==> config.mk <==
export PLATFORM = sky130hd
export DESIGN_NAME = hdlc_async_framer
export DESIGN_NICKNAME = d
export VERILOG_FILES = /design/src/rtl/hdlc_tx_pkg.sv /design/src/rtl/hdlc_cfg_regs.sv /design/src/rtl/hdlc_esc_decide.sv /design/src/rtl/hdlc_fcs_unit.sv /design/src/rtl/hdlc_async_framer.sv
export SDC_FILE = /design/constraint.sdc
export NUM_CORES = 1
export LEC_CHECK = 0
export ABC_AREA = 1
export BUFFER_PORTS_ARGS = -buffer_cell sky130_fd_sc_hd__buf_4
export CORE_UTILIZATION = 34
export DETAILED_ROUTE_END_ITERATION = 6
export PLACE_DENSITY = 0.62
export SLEW_MARGIN = 25
export SYNTH_ARGS = -nofsm -noshare
export SYNTH_HDL_FRONTEND = slang
export SYNTH_SLANG_ARGS = --single-unit
==> constraint.sdc <==
create_clock -name clk -period 2.2 [get_ports clk]
set_clock_uncertainty 0.05 [all_clocks]
set_input_delay 0.11 -clock clk [delete_from_list [all_inputs] [get_ports clk]]
set_output_delay 0.11 -clock clk [all_outputs]
set_load 0.1 [all_outputs]
==> src/rtl/hdlc_tx_pkg.sv <==
package hdlc_tx_pkg;

    localparam logic [7:0]  FLAG_OCT  = 8'h7E;
    localparam logic [7:0]  ESC_OCT   = 8'h7D;
    localparam logic [7:0]  XOR_MASK  = 8'h20;
    localparam logic [15:0] FCS_START = 16'hFFFF;
    localparam logic [15:0] FCS_POLY  = 16'h8408;

    typedef enum logic [2:0] {
        ST_IDLE,
        ST_OPEN,
        ST_DATA,
        ST_ESC2,
        ST_FCSL,
        ST_FCSH,
        ST_CLOSE,
        ST_DRAIN
    } fr_state_e;

    typedef struct packed {
        fr_state_e  st;
        fr_state_e  ret;
        logic [7:0] hold;
        logic       rej;
    } fr_regs_t;

    // one octet through the reflected CRC-16, least significant bit first
    function automatic logic [15:0] fcs_step(input logic [15:0] crc, input logic [7:0] b);
        logic [15:0] c;
        c = crc;
        for (int i = 0; i < 8; i++) begin
            if (c[0] ^ b[i]) c = (c >> 1) ^ FCS_POLY;
            else             c = c >> 1;
        end
        return c;
    endfunction

endpackage

==> src/rtl/hdlc_cfg_regs.sv <==
module hdlc_cfg_regs #(
    parameter int ACCM_W    = 32,
    parameter int LEN_W     = 16,
    parameter int MRU_RESET = 1500
) (
    input  logic              clk,
    input  logic              rst_n,
    input  logic              accm_we,
    input  logic [ACCM_W-1:0] accm_wdata,
    input  logic              mru_we,
    input  logic [LEN_W-1:0]  mru_wdata,
    output logic [ACCM_W-1:0] accm,
    output logic [LEN_W-1:0]  mru
);

    typedef struct packed {
        logic [ACCM_W-1:0] accm;
        logic [LEN_W-1:0]  mru;
    } cfg_t;

    cfg_t cfg_d, cfg_q;

    always_comb begin
        cfg_d = cfg_q;
        if (accm_we) cfg_d.accm = accm_wdata;
        if (mru_we)  cfg_d.mru  = mru_wdata;
    end

    always_ff @(posedge clk) begin
        if (!rst_n) begin
            cfg_q.accm <= '1;
            cfg_q.mru  <= LEN_W'(MRU_RESET);
        end else begin
            cfg_q <= cfg_d;
        end
    end

    assign accm = cfg_q.accm;
    assign mru  = cfg_q.mru;

    assert_accm_write_R11: assert property (@(posedge clk) disable iff (!rst_n)
        accm_we |=> (accm == $past(accm_wdata)));

    assert_mru_keep_R11: assert property (@(posedge clk) disable iff (!rst_n)
        !mru_we |=> $stable(mru));

endmodule

==> src/rtl/hdlc_esc_decide.sv <==
module hdlc_esc_decide #(
    parameter int ACCM_W = 32
) (
    input  logic [7:0]        byte_i,
    input  logic [ACCM_W-1:0] accm_i,
    output logic              esc_o
);
    import hdlc_tx_pkg::*;

    localparam int IDX_W = (ACCM_W > 1) ? $clog2(ACCM_W) : 1;

    logic in_range;
    logic mapped;

    assign in_range = (32'(byte_i) < ACCM_W);
    assign mapped   = in_range && accm_i[byte_i[IDX_W-1:0]];
    assign esc_o    = mapped || (byte_i == FLAG_OCT) || (byte_i == ESC_OCT);

endmodule

==> src/rtl/hdlc_fcs_unit.sv <==
module hdlc_fcs_unit (
    input  logic        clk,
    input  logic        rst_n,
    input  logic        init_i,
    input  logic        upd_i,
    input  logic [7:0]  byte_i,
    output logic [15:0] fcs_o
);
    import hdlc_tx_pkg::*;

    logic [15:0] fcs_d, fcs_q;

    always_comb begin
        fcs_d = fcs_q;
        if (init_i)     fcs_d = FCS_START;
        else if (upd_i) fcs_d = fcs_step(fcs_q, byte_i);
    end

    always_ff @(posedge clk) begin
        if (!rst_n) fcs_q <= FCS_START;
        else        fcs_q <= fcs_d;
    end

    assign fcs_o = fcs_q;

    assert_init_upd_excl_R4: assert property (@(posedge clk) disable iff (!rst_n)
        !(init_i && upd_i));

    assert_fcs_idle_hold_R4: assert property (@(posedge clk) disable iff (!rst_n)
        (!init_i && !upd_i) |=> $stable(fcs_o));

endmodule

==> src/rtl/hdlc_async_framer.sv <==
module hdlc_async_framer #(
    parameter int ACCM_W    = 32,
    parameter int LEN_W     = 16,
    parameter int MRU_RESET = 1500
) (
    input  logic              clk,
    input  logic              rst_n,
    input  logic              cfg_accm_we,
    input  logic [ACCM_W-1:0] cfg_accm,
    input  logic              cfg_mru_we,
    input  logic [LEN_W-1:0]  cfg_mru,
    input  logic              in_valid,
    output logic              in_ready,
    input  logic [7:0]        in_data,
    input  logic              in_last,
    input  logic [LEN_W-1:0]  in_len,
    output logic              out_valid,
    input  logic              out_ready,
    output logic [7:0]        out_data,
    output logic              reject
);
    import hdlc_tx_pkg::*;

    logic [ACCM_W-1:0] accm;
    logic [LEN_W-1:0]  mru;
    logic [15:0]       fcs;
    logic [15:0]       fcs_inv;
    logic [7:0]        esc_byte;
    logic              esc_need;
    logic              fcs_init;
    logic              fcs_upd;

    fr_regs_t r_d, r_q;

    hdlc_cfg_regs #(
        .ACCM_W   (ACCM_W),
        .LEN_W    (LEN_W),
        .MRU_RESET(MRU_RESET)
    ) u_cfg (
        .clk       (clk),
        .rst_n     (rst_n),
        .accm_we   (cfg_accm_we),
        .accm_wdata(cfg_accm),
        .mru_we    (cfg_mru_we),
        .mru_wdata (cfg_mru),
        .accm      (accm),
        .mru       (mru)
    );

    hdlc_esc_decide #(.ACCM_W(ACCM_W)) u_esc (
        .byte_i(esc_byte),
        .accm_i(accm),
        .esc_o (esc_need)
    );

    hdlc_fcs_unit u_fcs (
        .clk   (clk),
        .rst_n (rst_n),
        .init_i(fcs_init),
        .upd_i (fcs_upd),
        .byte_i(in_data),
        .fcs_o (fcs)
    );

    assign fcs_inv = ~fcs;

    always_comb begin
        case (r_q.st)
            ST_FCSL: esc_byte = fcs_inv[7:0];
            ST_FCSH: esc_byte = fcs_inv[15:8];
            default: esc_byte = in_data;
        endcase
    end

    always_comb begin
        r_d       = r_q;
        r_d.rej   = 1'b0;
        out_valid = 1'b0;
        out_data  = FLAG_OCT;
        in_ready  = 1'b0;
        fcs_init  = 1'b0;
        fcs_upd   = 1'b0;
        case (r_q.st)
            ST_IDLE: begin
                if (in_valid) begin
                    if (in_len > mru) r_d.st = ST_DRAIN;
                    else              r_d.st = ST_OPEN;
                end
            end
            ST_OPEN: begin
                out_valid = 1'b1;
                out_data  = FLAG_OCT;
                if (out_ready) begin
                    fcs_init = 1'b1;
                    r_d.st   = ST_DATA;
                end
            end
            ST_DATA: begin
                out_valid = in_valid;
                out_data  = esc_need ? ESC_OCT : in_data;
                in_ready  = out_ready;
                if (in_valid && out_ready) begin
                    fcs_upd = 1'b1;
                    if (esc_need) begin
                        r_d.hold = in_data ^ XOR_MASK;
                        r_d.ret  = in_last ? ST_FCSL : ST_DATA;
                        r_d.st   = ST_ESC2;
                    end else begin
                        r_d.st   = in_last ? ST_FCSL : ST_DATA;
                    end
                end
            end
            ST_ESC2: begin
                out_valid = 1'b1;
                out_data  = r_q.hold;
                if (out_ready) r_d.st = r_q.ret;
            end
            ST_FCSL, ST_FCSH: begin
                out_valid = 1'b1;
                out_data  = esc_need ? ESC_OCT : esc_byte;
                if (out_ready) begin
                    if (esc_need) begin
                        r_d.hold = esc_byte ^ XOR_MASK;
                        r_d.ret  = (r_q.st == ST_FCSL) ? ST_FCSH : ST_CLOSE;
                        r_d.st   = ST_ESC2;
                    end else begin
                        r_d.st   = (r_q.st == ST_FCSL) ? ST_FCSH : ST_CLOSE;
                    end
                end
            end
            ST_CLOSE: begin
                out_valid = 1'b1;
                out_data  = FLAG_OCT;
                if (out_ready) r_d.st = ST_IDLE;
            end
            ST_DRAIN: begin
                in_ready = 1'b1;
                if (in_valid && in_last) begin
                    r_d.st  = ST_IDLE;
                    r_d.rej = 1'b1;
                end
            end
            default: r_d.st = ST_IDLE;
        endcase
    end

    always_ff @(posedge clk) begin
        if (!rst_n) begin
            r_q.st   <= ST_IDLE;
            r_q.ret  <= ST_IDLE;
            r_q.hold <= 8'h00;
            r_q.rej  <= 1'b0;
        end else begin
            r_q <= r_d;
        end
    end

    assign reject = r_q.rej;

    // output held steady under backpressure in every register-driven state
    assert_stall_hold_R9: assert property (@(posedge clk) disable iff (!rst_n)
        (out_valid && !out_ready && r_q.st != ST_DATA) |=> (out_valid && $stable(out_data)));

    // the second half of a pair is entered only right after an accepted escape octet
    assert_pair_order_R2: assert property (@(posedge clk) disable iff (!rst_n)
        (r_q.st == ST_ESC2 && $past(r_q.st) != ST_ESC2)
            |-> $past(out_valid && out_ready && out_data == ESC_OCT));

    // the transformed octet can never itself look like a flag or escape
    assert_pair_clean_R3: assert property (@(posedge clk) disable iff (!rst_n)
        (r_q.st == ST_ESC2) |-> (out_data != FLAG_OCT && out_data != ESC_OCT));

    assert_drain_quiet_R6: assert property (@(posedge clk) disable iff (!rst_n)
        (r_q.st == ST_DRAIN) |-> !out_valid);

    assert_reject_src_R6: assert property (@(posedge clk) disable iff (!rst_n)
        reject |-> ($past(r_q.st) == ST_DRAIN && !out_valid));

endmodule

==> results by group, run 1 <==
Final layout
  – Antenna cells: 0
  – # fillers: roughly 1100
  – FF+latch area: 0.00159 mm²
  – Proportion of layout cells with a drive suffix above 1: 32.7%
  – Fin nets: 904
  – Area of the multi-input gates: approximately 0.0029 mm²
  – Fin cells: 982
  – Area Growth Syn to Fin: 64.7%

Global routing
  – Met3 Use GR: under 10%
  – All-layer global routing usage: 22.1%
  – Vias in the first global route: 4773
  – Met2 GRT Util: between 30 and 40%
  – Remaining Overflow, GRT: 0
  – Most Crowded Layer GR: met2
  – Largest net degree at the start of global routing: 34
  – Met1 Usage GRT: roughly 27%
  – Initial antenna violation count: 0
  – First-pass GRT wire length: 22500 µm

Worst setup path
  – CP max FO: 7
  – CP arrival: 2640 ps
  – Worst EP required: 2040 ps
  – Critical Path Start Type: register
  – Crit. End Element: output pin
  – Worst path bufs/invs: 4
  – Most frequent CP cell: nand2_2
  – Critical path class: register to output pin
  – Critical Path Max Stage Delay: ~370 ps
  – Cell chain of the critical path: nor2_4 > nand2_4 > buf_6 > o21ai_4 > inv_2 > nand2_4 > nand3_1 > nand2_2 > nand2_1 > nand2_1 > inv_1 > nand2_2 > nand2_2 > nand3_4 > nand2_8 > o21ai_4 > nand3_4 > buf_12
  – CP max stage cell: dfxtp_4
  – CP top delay family: simple AND/OR/NAND/NOR gates

Synthesis
  – Synth Cell Area: 0.00431 mm²
  – Post-synthesis sequential area ratio: 36.7%
  – Post-Synthesis Cells: 617
  – Synth async-reset ratio: 0%
  – Avg Inst Size Synth: 6.98 µm²
  – Number of synthesis warnings: 0
  – Synth area leaders: dfxtp_1, nand2_1, nand3_1, o21ai_0, a21oi_1
  – Top FF cell, synth: dfxtp_1
  – Post-synth top area share: a little under two fifths
  – Dominant cell by count in the synthesized netlist: nand2_1
  – Number of synthesized flops with an enable pin: 0
  – Syn nets: 712
  – Synth cell count leaders: nand2_1, nand3_1, dfxtp_1
  – Leading area contributor after synthesis: dfxtp_1
  – Synth Register Bits: 79
  – Netlist cell types: 38

Status
  – Failing checks: setup timing
  – Status: finished with violations

Placed design
  – GP Congestion: 0.873
  – Port Buffers: between 80 and 90
  – Final HPWL DP: 9380 µm
  – Placed Cells: 903

Clock network
  – CTS sink cnt: 79
  – CTS tree: yes
  – Clock Pin Slew Worst Setup and Hold Paths: 60 ps
  – CTS Buf Count: 9
  – Clock Path Buffers: 2
  – CTS root buf: clkbuf_16
  – H-tree depth: 3
  – Clk Latency, worst-skew pair: 350 ps

Floorplan
  – Placeable Area: 0.0122 mm²
  – # IOs: 90
  – Cell row count: 40
  – Die Wd: 115 µm
  – Initial Utilization: 35.4%
  – Die Span Y: 115 µm
  – Die area: approximately 0.013 mm²

Power
  – Max IR drop VDD: approximately 570 µV
  – Pwr/cell area: 1070 mW/mm²
  – Final Power: roughly 7600 µW
  – Leak: 0.00337 µW

Timing
  – Final setup vio count: 21
  – Rel. slew slack: about two fifths
  – Setup TNS: -11210 ps
  – FMAX: 357 MHz
  – Period Utilization, post-route: 127%
  – Worst-Margin Slew: around 910 ps
  – Setup ws final: -602 ps
  – Final min period: about 2800 ps
  – Max-slew violations: 0
  – RSZ-0062 raised after global routing: yes
  – Hold Vio Cnt, Final: 0

Detailed routing
  – DR iter-0 viols: 248
  – DRT Pass-1 Iters: 4
  – Wire length per cell: 14.2 µm
  – Final wirelength: 14000 µm
  – DR DRC count: 0
  – DR vias: 4881
  – Antenna Nets Post-Route: 0
  – Vias per inst: 4.97

Hold path
  – Worst Hold Class: input port to register

Flow run
  – Max-cap violations: 0
tightest hold or removal path: cells and delay by family:
family,cells,cell delay (ps)
compound gates,2,190
buf+inv,1,80
layer usage:
metal,part of all wire [%],vias to the layer above
li1,-,2456
met1,44,2258
met2,48,139
met3,5.1,28
met4,3.0,0
met5,0,-
cell families (layout without fill, tap and decap cells):
logic type / Yosys count / in the layout / synth area share (%)
AO/OA/AOI/OAI: 131 / 131 / 17.0
XOR/XNOR: 13 / 13 / 2.64
AND/OR/NAND/NOR: 281 / 285 / 29.8
buffers and inverters: 97 / 290 / 9.21
flip-flops: 79 / 79 / 36.7
adder cells (fa/ha/maj): 16 / 16 / 4.65
power by group:
| part | switching (µW) | internal (µW) | total, µW |
|---|---|---|---|
| clock network | 625 | 1030 | 1650 |
| logic | 2570 | 1650 | 4220 |
| registers | 125 | 1580 | 1700 |
sequential cells by signal, indices dropped and copies added, names as in the netlist:
| name | flops |
|---|---|
| u_cfg.mru | 16 |
| u_fcs.fcs_o | 16 |
| reject | 1 |
| r_q | 14 |
| u_cfg.accm | 32 |
cell usage in the layout (no fill, tap or decap), drive strengths merged, types with 8 or more instances in the layout:
| cell | instances |
|---|---|
| a21oi | 48 |
| buf | 158 |
| clkbuf | 11 |
| dfxtp | 79 |
| dlygate4sd3 | 47 |
| ha | 16 |
| inv | 67 |
| nand2 | 152 |
| nand3 | 92 |
| nor2 | 29 |
| nor3 | 8 |
| o211ai | 10 |
| o21ai | 56 |
| xnor2 | 13 |
path summary, 6_finish.rpt:
| check | slack, ps | cells past startpoint | endpoint | start |
|---|---|---|---|---|
| max | -600 | 18 | out_data[4] | r_q[12] |
| min reg2reg | 410 | 2 | u_cfg.accm[7] | u_cfg.accm[7] |
| max reg2reg | -580 | 21 | r_q[2] | r_q[12] |
| min | 10 | 3 | u_cfg.mru[5] | cfg_mru[5] |
timing repair:
item	in CTS	in global routing
hold endpoints to repair	47	0
pin swaps	11	13
hold buffers	47	0
endpoints found under the setup margin	21	33
resized for setup	88	30
buffers inserted	5	6
cloned	4	2
cell type report:
type,instances,area share (%)
multi-input cells,445,40.2
flip-flops and latches,79,22.5
well taps,168,2.96
clock inverters,6,1.32
repair buffers,206,26.0
clock buffers,10,3.37
inverters,68,3.67
stage by stage:
step / util (%) / hold WS [ps] / instance area (µm²) / setup slack, ps
final: 58.3 / 12.6 / 7090 / -602
after global routing: 58.3 / 20.6 / 7090 / -757
after CTS: 56.6 / 0.966 / 6880 / -556
after detailed placement: 46.4 / 270 / 5650 / -419
after global placement: 46.4 / 269 / 5650 / -378
after floorplan: - / 182 / 4500 / -296
No activity file was read; power rests on OpenSTA's default activity.
==> run 2: changes to the inputs <==
Settings changed: PLACE_DENSITY 0.62 to 0.6, SETUP_SLACK_MARGIN set to 0.5.
Clock period 2.2 ns to 3.51 ns, I/O delays scaled along.
==> run 2 against run 1 <==
Final cell count fell by 6.0%. Critical path type unchanged. Critical path depth fell by 1. Register-to-register slack improved by 1300 ps. Utilization fell by 6.8 points. The run now ends clean. Combinational power fell by 45%. Hold slack got worse by 7.7 ps. First-iteration DRC count rose by 27%. Global-route usage fell by 2.2 points. Count of clock-buffer cells in the layout rose by 3. Highest routed layer unchanged. Non-clock buffer count fell by 55. Sequential cell count did not move.
==> results by group, run 2 (synthesis gave the netlist of run 1 again) <==
Final layout
  – Max FFs per register: 32
  – Most frequent cells in the layout: nand2_1, buf_4, dfxtp_1, nand3_1, inv_1
  – Proportion of layout cells with a drive suffix above 1: 27.7%
  – Fin nets: ~850
  – Most common cell after layout, fill and taps aside: nand2_1
  – Area Growth Syn to Fin: 45.6%
  – Most flop-heavy register: u_cfg.accm
  – Antenna cells: 0

Detailed routing
  – DR iter-0 viols: 314
  – Antenna Nets Post-Route: 0
  – Wire length per cell: 14.0 µm
  – DRT Pass-1 Iters: 4
  – DR vias: 4613
  – Vias per inst: approximately 5.0
  – DR DRC count: 0
  – Final wirelength: 12900 µm

Floorplan
  – Cell row count: 40
  – Die area: 0.0131 mm²
  – Initial Utilization: between 30% and 40%
  – # IOs: 90
  – Die Wd: 115 µm
  – Placeable Area: 0.0122 mm²
  – Die Span Y: 115 µm

Power
  – Leak: 0.00301 µW
  – Max IR drop VDD: 457 µV
  – Sw Share: between 40% and 50%
  – Reg power frac: 25.1%
  – Psw: 1900 µW
  – Int Pwr: 2330 µW
  – Clock power share: roughly a fifth
  – Pwr/cell area: 676 mW/mm²
  – Combinational cell fraction of total power: between 50 and 60%
  – Final Power: 4230 µW

Clock network
  – CTS Buf Count: 9
  – CTS tree: yes
  – CTS root buf: clkbuf_16
  – Clk Latency, worst-skew pair: 340 ps
  – H-tree depth: 3
  – Clock Pin Slew Worst Setup and Hold Paths: 60 ps
  – Clock Path Buffers: 2
  – CTS sink cnt: 79

Timing
  – Setup TNS: 0 ps
  – RSZ-0062 raised after global routing: yes
  – Worst-Margin Slew: 901 ps
  – Max-slew violations: 0
  – Final min period: approximately 3000 ps
  – FMAX: 338 MHz
  – Rel. slew slack: 39.9%
  – Hold Vio Cnt, Final: 0
  – Setup ws final: 551 ps
  – Period Utilization, post-route: between 80% and 90%
  – Final setup vio count: 0

Worst setup path
  – CP max FO: 8
  – CP arrival: 2730 ps
  – Crit. End Element: output pin
  – Reg-to-Reg End: r_q[6]
  – Worst r2r src: r_q[12]
  – R2r setup slk: 670 ps
  – Critical path class: register to output pin
  – Critical Path Start Type: register
  – Reg2reg path depth: 21
  – Worst EP required: 3280 ps

Global routing
  – First-pass GRT wire length: 20500 µm
  – All-layer global routing usage: between 10% and 20%
  – Remaining Overflow, GRT: 0
  – Largest net degree at the start of global routing: 54
  – Vias in the first global route: 4284
  – Initial antenna violation count: 0

Status
  – Status: completed

Hold path
  – Worst Hold Class: input port to register
  – Worst Hold Endpoint: u_cfg.accm[21]
  – Hold Path Cell Cnt: 3
  – Hold Startpoint: cfg_accm[21]

Placed design
  – GP Congestion: 0.861
  – Final HPWL DP: between 8000 and 9000 µm
  – Pre-CTS WS: 403 ps
  – Port Buffers: 89

Flow run
  – Max-cap violations: 0
[run 2: changes by cell type in the layout (fill, tap and decap cells not counted), sizes merged]
cell / change
buf: -32
bufinv: -2
clkbuf: +2
clkinv: -2
clkinvlp: -1
dlygate4sd3: -22
nand2: -1
nand3: -2
nor2: +1
[run 2: routing by layer]
layer  global-route usage (%)  share of wire [%]  up-vias
met5                        0                  0        -
met1                     25.0                 46     2128
met4                     8.40                2.3        0
li1                         -                  -     2339
met3                     2.96                4.8       19
met2                     33.7                 47      127
[run 2: metrics by stage]
stage,util (%),area [µm²],hold WS [ps],std cells
floorplan,-,4310,248,617
global placement,41.9,5090,333,851
detailed placement,41.9,5090,340,851
CTS,47.0,5720,0.604,896
global route,51.5,6270,11.7,923
finish,51.5,6270,4.92,923
[run 2: worst max path at each step]
stage / start / endpoint
2_1_floorplan: r_q[14] / out_data[4]
3_3_place_gp: r_q[12] / out_data[2]
3_5_place_dp: r_q[13] / out_data[3]
4_1_cts: r_q[13] / out_data[0]
5_1_grt: r_q[12] / out_data[2]
6_report: r_q[12] / out_data[5]
[run 2: power groups by stage]
stage	logic (µW)	clock network [µW]	registers, µW
finish	2300	866	1060
global route	2460	927	1080
CTS	1850	885	1050
detailed placement	1710	0	1060
global placement	1700	0	1060
floorplan	1330	0	1040
[run 2: worst max-delay path: stages (launching register included)]
cell and delay [ps]:
dfxtp_4 370, nor2_4 170, nand2_4 70, buf_8 140, o21ai_4 190, inv_2 70, nand2_4 120, buf_6 140
nand3_1 80, nand3_1 80, nand3_1 80, nand2_1 90, nand2_2 60, nand3_4 140, nand2_8 110, o21ai_2 160
nand3_2 110, buf_12 180
[run 2: timing repair]
action	4_1_cts	5_1_grt
cloned	0	2
setup endpoints to repair	14	17
hold buffers	25	0
pin swaps	4	26
setup buffers	6	25
hold endpoints to repair	25	0
resized for setup	22	90
[run 2: final cells by class]
cell class                 count  area (µm²)
multi-input combinational    443        2640
tap                          168         210
inverter                      68         263
fill                        1137        5890
clock buffer                  13         260
sequential                    79        1590
timing repair buffer         151        1290
clock inverter                 1        5.00
